$ cat config.mk
export PLATFORM = sky130hd
export DESIGN_NAME = sc_mode_ctrl
export DESIGN_NICKNAME = d
export VERILOG_FILES = /design/src/rtl/scm_pkg.sv /design/src/rtl/scm_detsync.sv /design/src/rtl/scm_cfgreg.sv /design/src/rtl/scm_actseq.sv /design/src/rtl/sc_mode_ctrl.sv
export SDC_FILE = /design/constraint.sdc
export NUM_CORES = 1
export LEC_CHECK = 0
export BUFFER_PORTS_ARGS = -buffer_cell sky130_fd_sc_hd__buf_4
export CAP_MARGIN = 20
export CORE_MARGIN = 2
export CORE_UTILIZATION = 37
export DETAILED_ROUTE_END_ITERATION = 10
export PLACE_DENSITY = 0.58
export SLEW_MARGIN = 10
export SYNTH_ARGS = -nofsm -noshare
export SYNTH_HDL_FRONTEND = slang
export SYNTH_SLANG_ARGS = --single-unit
$ cat constraint.sdc
create_clock -name clk -period 2.6 [get_ports clk]
set_input_delay 0.26 -clock clk [delete_from_list [all_inputs] [get_ports clk]]
set_output_delay 0.26 -clock clk [all_outputs]
set_load 0.03 [all_outputs]
$ cat src/rtl/scm_pkg.sv
package scm_pkg;
    typedef enum logic [1:0] {
        SEQ_OFF  = 2'd0,
        SEQ_IO   = 2'd1,
        SEQ_CLK  = 2'd2,
        SEQ_LIVE = 2'd3
    } seq_e;

    typedef struct packed {
        logic       vsel;
        logic [1:0] ckmode;
        logic       pol;
    } cfg_t;

    localparam logic [1:0] ADDR_NONE = 2'd0;
    localparam logic [1:0] ADDR_VSEL = 2'd1;
    localparam logic [1:0] ADDR_CLK  = 2'd2;
    localparam logic [1:0] ADDR_POL  = 2'd3;
endpackage

$ cat src/rtl/scm_detsync.sv
module scm_detsync #(
    parameter int STAGES = 2
) (
    input  logic clk,
    input  logic rst_n,
    input  logic d,
    output logic q
);
    logic [STAGES-1:0] sh_d, sh_q;

    always_comb begin
        sh_d = {sh_q[STAGES-2:0], d};
    end

    always_ff @(posedge clk or negedge rst_n) begin
        if (!rst_n) sh_q <= '0;
        else        sh_q <= sh_d;
    end

    assign q = sh_q[STAGES-1];
endmodule

$ cat src/rtl/scm_cfgreg.sv
module scm_cfgreg
    import scm_pkg::*;
(
    input  logic       clk,
    input  logic       rst_n,
    input  logic       cs_n,
    input  logic       pgm_n,
    input  logic [1:0] addr,
    input  logic       hio,
    input  logic       hrst,
    output cfg_t       cfg,
    output logic       prog,
    output logic       cs_rise
);
    typedef struct packed {
        logic cs_prev;
        logic prog;
        cfg_t cfg;
    } st_t;

    st_t  st_d, st_q;
    logic cs_fall;
    logic cap;

    always_comb begin
        st_d    = st_q;
        cs_rise = cs_n & ~st_q.cs_prev;
        cs_fall = ~cs_n & st_q.cs_prev;
        cap     = cs_rise & st_q.prog & ~pgm_n;
        st_d.cs_prev = cs_n;
        if (cs_n)                 st_d.prog = 1'b0;
        else if (cs_fall & ~pgm_n) st_d.prog = 1'b1;
        if (cap) begin
            case (addr)
                ADDR_VSEL: st_d.cfg.vsel   = hio;
                ADDR_CLK:  st_d.cfg.ckmode = {hio, hrst};
                ADDR_POL:  st_d.cfg.pol    = hio;
                default:   ;
            endcase
        end
    end

    always_ff @(posedge clk or negedge rst_n) begin
        if (!rst_n) begin
            st_q.cs_prev <= 1'b1;
            st_q.prog    <= 1'b0;
            st_q.cfg     <= '0;
        end else begin
            st_q <= st_d;
        end
    end

    assign cfg  = st_q.cfg;
    assign prog = st_q.prog;

    AST_PROG_DROPS: assert property (@(posedge clk) disable iff (!rst_n)
        cs_n |=> !prog);
    AST_CFG_HOLD: assert property (@(posedge clk) disable iff (!rst_n)
        (!cs_rise || pgm_n) |=> $stable(cfg));
endmodule

$ cat src/rtl/scm_actseq.sv
module scm_actseq
    import scm_pkg::*;
#(
    parameter int STEP_CYC = 16
) (
    input  logic clk,
    input  logic rst_n,
    input  logic go,
    output seq_e state
);
    localparam int CW = $clog2(STEP_CYC + 1);
    localparam logic [CW-1:0] LAST = CW'(STEP_CYC - 1);

    typedef struct packed {
        seq_e          st;
        logic [CW-1:0] cnt;
    } sq_t;

    sq_t sq_d, sq_q;

    always_comb begin
        sq_d = sq_q;
        if (!go) begin
            sq_d.st  = SEQ_OFF;
            sq_d.cnt = '0;
        end else begin
            case (sq_q.st)
                SEQ_OFF: begin
                    sq_d.st  = SEQ_IO;
                    sq_d.cnt = '0;
                end
                SEQ_IO, SEQ_CLK: begin
                    if (sq_q.cnt == LAST) begin
                        sq_d.st  = (sq_q.st == SEQ_IO) ? SEQ_CLK : SEQ_LIVE;
                        sq_d.cnt = '0;
                    end else begin
                        sq_d.cnt = sq_q.cnt + 1'b1;
                    end
                end
                default: ;
            endcase
        end
    end

    always_ff @(posedge clk or negedge rst_n) begin
        if (!rst_n) begin
            sq_q.st  <= SEQ_OFF;
            sq_q.cnt <= '0;
        end else begin
            sq_q <= sq_d;
        end
    end

    assign state = sq_q.st;

    AST_SEQ_NO_SKIP: assert property (@(posedge clk) disable iff (!rst_n)
        (state == SEQ_OFF) |=> (state == SEQ_OFF || state == SEQ_IO));
    AST_SEQ_ABORT: assert property (@(posedge clk) disable iff (!rst_n)
        !go |=> (state == SEQ_OFF));
endmodule

$ cat src/rtl/sc_mode_ctrl.sv
module sc_mode_ctrl
    import scm_pkg::*;
#(
    parameter int STEP_CYC    = 16,
    parameter int SYNC_STAGES = 2
) (
    input  logic clk,
    input  logic rst_n,
    input  logic cs_n,
    input  logic pwr_on,
    input  logic pgm_n,
    input  logic a0,
    input  logic a1,
    input  logic hio_in,
    input  logic hrst_in,
    input  logic card_det,
    input  logic uv3_ok,
    input  logic uv5_ok,
    output logic card_vcc_en,
    output logic card_vsel,
    output logic card_clk,
    output logic card_rst,
    output logic card_io,
    output logic card_io_oe,
    output logic status,
    output logic irq,
    output logic prog_mode,
    output logic host_hiz
);
    localparam int NMODES = 4;
    localparam int DIV_W  = NMODES - 1;

    typedef struct packed {
        logic             pres;
        logic             irq;
        logic             vcc_en;
        logic             status;
        logic             io_hold;
        logic             rst_hold;
        logic [DIV_W-1:0] div;
        logic             cclk;
    } top_t;

    top_t r_d, r_q;
    logic det_s, prog, cs_rise, go, uv_sel_ok, active, run, irq_set, pres_now;
    cfg_t cfg;
    seq_e state;

    scm_detsync #(.STAGES(SYNC_STAGES)) u_sync (
        .clk(clk), .rst_n(rst_n), .d(card_det), .q(det_s)
    );

    scm_cfgreg u_cfg (
        .clk(clk), .rst_n(rst_n), .cs_n(cs_n), .pgm_n(pgm_n),
        .addr({a1, a0}), .hio(hio_in), .hrst(hrst_in),
        .cfg(cfg), .prog(prog), .cs_rise(cs_rise)
    );

    scm_actseq #(.STEP_CYC(STEP_CYC)) u_seq (
        .clk(clk), .rst_n(rst_n), .go(go), .state(state)
    );

    assign uv_sel_ok = cfg.vsel ? uv5_ok : uv3_ok;
    assign go        = r_q.vcc_en & uv_sel_ok;
    assign active    = ~cs_n & ~pwr_on & ~a0 & ~a1 & pgm_n & ~prog;
    assign run       = (state == SEQ_CLK) || (state == SEQ_LIVE);

    always_comb begin
        r_d      = r_q;
        pres_now = det_s ^ cfg.pol;
        irq_set  = pres_now ^ r_q.pres;
        r_d.pres   = pres_now;
        r_d.irq    = irq_set | (r_q.irq & ~cs_rise);
        r_d.vcc_en = pwr_on & r_q.pres;
        r_d.status = active ? r_q.pres : uv_sel_ok;
        if (state == SEQ_LIVE && !prog) r_d.io_hold = hio_in;
        if (!prog) r_d.rst_hold = hrst_in;
        r_d.div = r_q.div + 1'b1;
        case (cfg.ckmode)
            2'd1:    r_d.cclk = r_q.div[0];
            2'd2:    r_d.cclk = r_q.div[1];
            2'd3:    r_d.cclk = r_q.div[2];
            default: r_d.cclk = 1'b0;
        endcase
        if (!run) r_d.cclk = 1'b0;
    end

    always_ff @(posedge clk or negedge rst_n) begin
        if (!rst_n) r_q <= '0;
        else        r_q <= r_d;
    end

    assign card_vcc_en = r_q.vcc_en;
    assign card_vsel   = cfg.vsel;
    assign card_clk    = r_q.cclk;
    assign card_rst    = (state == SEQ_LIVE) & r_q.rst_hold;
    assign card_io     = r_q.io_hold;
    assign card_io_oe  = (state != SEQ_OFF);
    assign status      = r_q.status;
    assign irq         = r_q.irq;
    assign prog_mode   = prog;
    assign host_hiz    = prog | (state != SEQ_LIVE);

    AST_IRQ_CLEAR: assert property (@(posedge clk) disable iff (!rst_n)
        (cs_rise && !irq_set) |=> !irq);
    AST_IRQ_SET: assert property (@(posedge clk) disable iff (!rst_n)
        irq_set |=> irq);
    AST_RST_AFTER_IO: assert property (@(posedge clk) disable iff (!rst_n)
        card_rst |-> card_io_oe);
    AST_OFF_NO_CLK: assert property (@(posedge clk) disable iff (!rst_n)
        (state == SEQ_OFF) |=> !card_clk);
    AST_VCC_NEEDS_PWR: assert property (@(posedge clk) disable iff (!rst_n)
        !pwr_on |=> !card_vcc_en);
endmodule

==> flow_summary.toml <==
[outcome]
status = "complete, no violations"

[grt]
overflow = 0
grt_max_degree = 26
antenna_found_initial = 0
grtUsageTotal_pct = 12.1
grt_first_pass_wirelength_mm = 3.20
grt_pass1_vias = 717

[yosys]
synth_nets = 114
synthArstFlopShare_pct = 100
synth_largest_area_cell = "dfrtp_1"
yosysWarnings = 0
syn_area_mm2 = 0.00114
yosysSeqAreaShare_pct = 55.2
netlist.area_leader.share_pct = 52.9
yosysUniqueCellTypes = 29
syn_inst = 96
synthTopCellsByArea = "dfrtp_1 (53%), mux2_2 (8.9%), ha_1 (6.6%), a21oi_1 (2.6%), inv_1 (2.6%)"
ys.flop_type = "dfrtp_1"
avgSynthCellArea_um2 = 11.8
ys_seq_elements = 25
synth-edff-count = 0

[power_and_ir_drop]
powerDensity_mw_per_mm2 = 533
leakagePower_nw = 0.648
peakVddDrop_uv = 361

[setup_path]
crit_required_ns = 2.85
arrival_ns = 1.87
path_depth = 5
r2r_cells = 5
end_kind = "flop"
critPathLaunchType = "flop"
path_buf_inv = 2
worstPathMaxFanout = 11
path_class = "reg -> reg"
path_delay_family = "adder cells"
cp_slowest_cell = "ha_1"
crit_top_cell = "inv_1"
slowest_delay_ns = 0.46
crit_path_cell_trace = "inv_1 -> ha_1 -> inv_1 -> or3_1 -> a21oi_1"

[sta]
min_period_over_period_pct = 62.5
period_minus_slack_ns = 1.62
relSlewSlack_pct = 78.6
skew_ns = 0.00244
setup_viol = 0
tns_ns = 0
drv_slew = 0
fmax_mhz = 616
rsz0062_at_grt = "false"
hold_viol = 0
tightest_slew_ns = 0.321

[run]
maxCapViolations = 0

[cts]
cts.htree.levels = 1
cts_resized = 0
cts_sinks = 25
numCtsBuffers = 3
clk_pin_slew_worst_paths_ns = 0.12
cts_hold_buf = 1
cts_setup_buffers = 0
clk_latency_ns = 0.31
tritoncts = "yes"
cts_root_buf = "clkbuf_4"
cts_buffer_depth = 2

[drt]
wl_mm = 1.90
first_iter_violations = 22
drc = 0
avgViaCountPerCell = 5.06
dr.pass1.iters = 4
wl_per_cell_um = 12.3
ant_nets = 0
vias = 780

[floorplan]
die_y_um = 59.4
core_area_mm2 = 0.00298
start_util_pct = 38.2
floorplan.die_area_mm2 = 0.00353
pin_count = 22
fp.dieW_um = 59.4
std_cell_rows = 20

[cells_and_area]
drive_above_1_share_pct = 29.8
postLayoutCellArea_mm2 = 0.00137
diodes = 0
nNetsFinal = 140
fill_cells = 275
synthToLayoutAreaGrowth_pct = 20.3

[placed_design]
gp_congestion = 0.688
hpwl_mm = 1.43
dpl_cell_area_mm2 = 0.00133
port_buffers = 21

[hold_path]
whs_path_depth = 1
worst_hold_path_type = "in -> reg"
## through the flow
step | std cells | hold slack [ns] | utilization [%] | setup WS, ns | total power [mW]
6_report | 154 | 0.0467 | 45.9 | 0.976 | 0.728
5_1_grt | 154 | 0.0135 | 45.9 | 0.804 | 0.773
4_1_cts | 154 | 0.0327 | 45.9 | 0.969 | 0.741
3_5_place_dp | 149 | 0.183 | 44.7 | 1.00 | 0.568
3_3_place_gp | 149 | 0.183 | 44.7 | 1.04 | 0.568
2_1_floorplan | 96 | -0.0356 | - | 0.962 | 0.511
## cell usage in the layout (no fill, tap or decap), types with 2 or more instances in the layout
| master | instances |
|---|---|
| ha_1 | 6 |
| a211oi_1 | 2 |
| nor2_1 | 6 |
| buf_4 | 21 |
| xor2_1 | 2 |
| nand3b_1 | 3 |
| mux2_2 | 9 |
| inv_1 | 8 |
| nand4_1 | 2 |
| nand3_1 | 3 |
| nand2b_1 | 3 |
| clkbuf_4 | 3 |
| and2_1 | 2 |
| dfrtp_1 | 24 |
| o21ai_0 | 2 |
| a21oi_1 | 6 |
| nand2_1 | 4 |
## registers in the layout (all words and copies together) (netlist names)
name,count
u_seq.state,2
u_seq.sq_q,5
u_sync.sh_q,2
irq,1
u_cfg.cfg,4
status,1
u_cfg.prog,1
u_cfg.st_q,1
card_clk,1
card_vcc_en,1
r_q,5
card_io,1
## cell usage after synthesis, types with 3 or more instances
cell type	instances
mux2_2	9
inv_1	8
nand2_1	4
dfrtp_1	24
nand3_1	3
ha_1	6
nand2b_1	3
a21oi_1	6
nor2_1	6
nand3b_1	3
## layout make-up
| class | count | area, um^2 | area share [%] |
|---|---|---|---|
| flip-flops and latches | 25 | 627 | 45.9 |
| multi-input cells | 62 | 474 | 34.7 |
| clock buffers | 4 | 26.3 | 1.92 |
| well taps | 33 | 41.3 | 3.02 |
| inverters | 8 | 30.0 | 2.20 |
| repair buffers | 22 | 168 | 12.3 |
## path summary, 6_finish.rpt
kind / slack [ns] / from / end
setup / recovery: 0.98 / u_seq.state[1]$_DFFE_PN0P_ / u_seq.sq_q[0]$_DFFE_PN0P_
hold / removal: 0.05 / card_det / u_sync.sh_q[0]$_DFF_PN0_
setup reg to reg: 0.98 / u_seq.state[1]$_DFFE_PN0P_ / u_seq.sq_q[0]$_DFFE_PN0P_
hold reg to reg: 0.37 / u_sync.sh_q[0]$_DFF_PN0_ / u_sync.sh_q[1]$_DFF_PN0_
max in group asynchronous: 1.94 / rst_n / u_cfg.st_q[5]$_DFF_PN1_
min in group asynchronous: 0.37 / rst_n / r_q[1]$_DFF_PN0_
## metal layers
| layer | up-vias | track usage (%) | routed length (um) |
|---|---|---|---|
| met5 | - | 0 | 0 |
| met4 | 0 | 2.92 | 12 |
| met3 | 2 | 4.59 | 100 |
| met2 | 16 | 17.9 | 875 |
| met1 | 372 | 16.8 | 911 |
| li1 | 390 | - | - |
## report_power, final
| group | internal, mW | switching [mW] | total (mW) |
|---|---|---|---|
| Combinational | 0.0580 | 0.0720 | 0.130 |
| Sequential | 0.414 | 0.0160 | 0.430 |
| Clock | 0.0600 | 0.109 | 0.169 |
## kinds of logic after synthesis
family / share of synthesized area [%]
simple gates: 16.2
xor+xnor: 2.31
buf+inv: 3.08
fa+ha+maj: 6.61
flops: 55.2
mux: 8.92
compound gates: 7.71
Note: power is estimated with default switching activity, not from simulation.
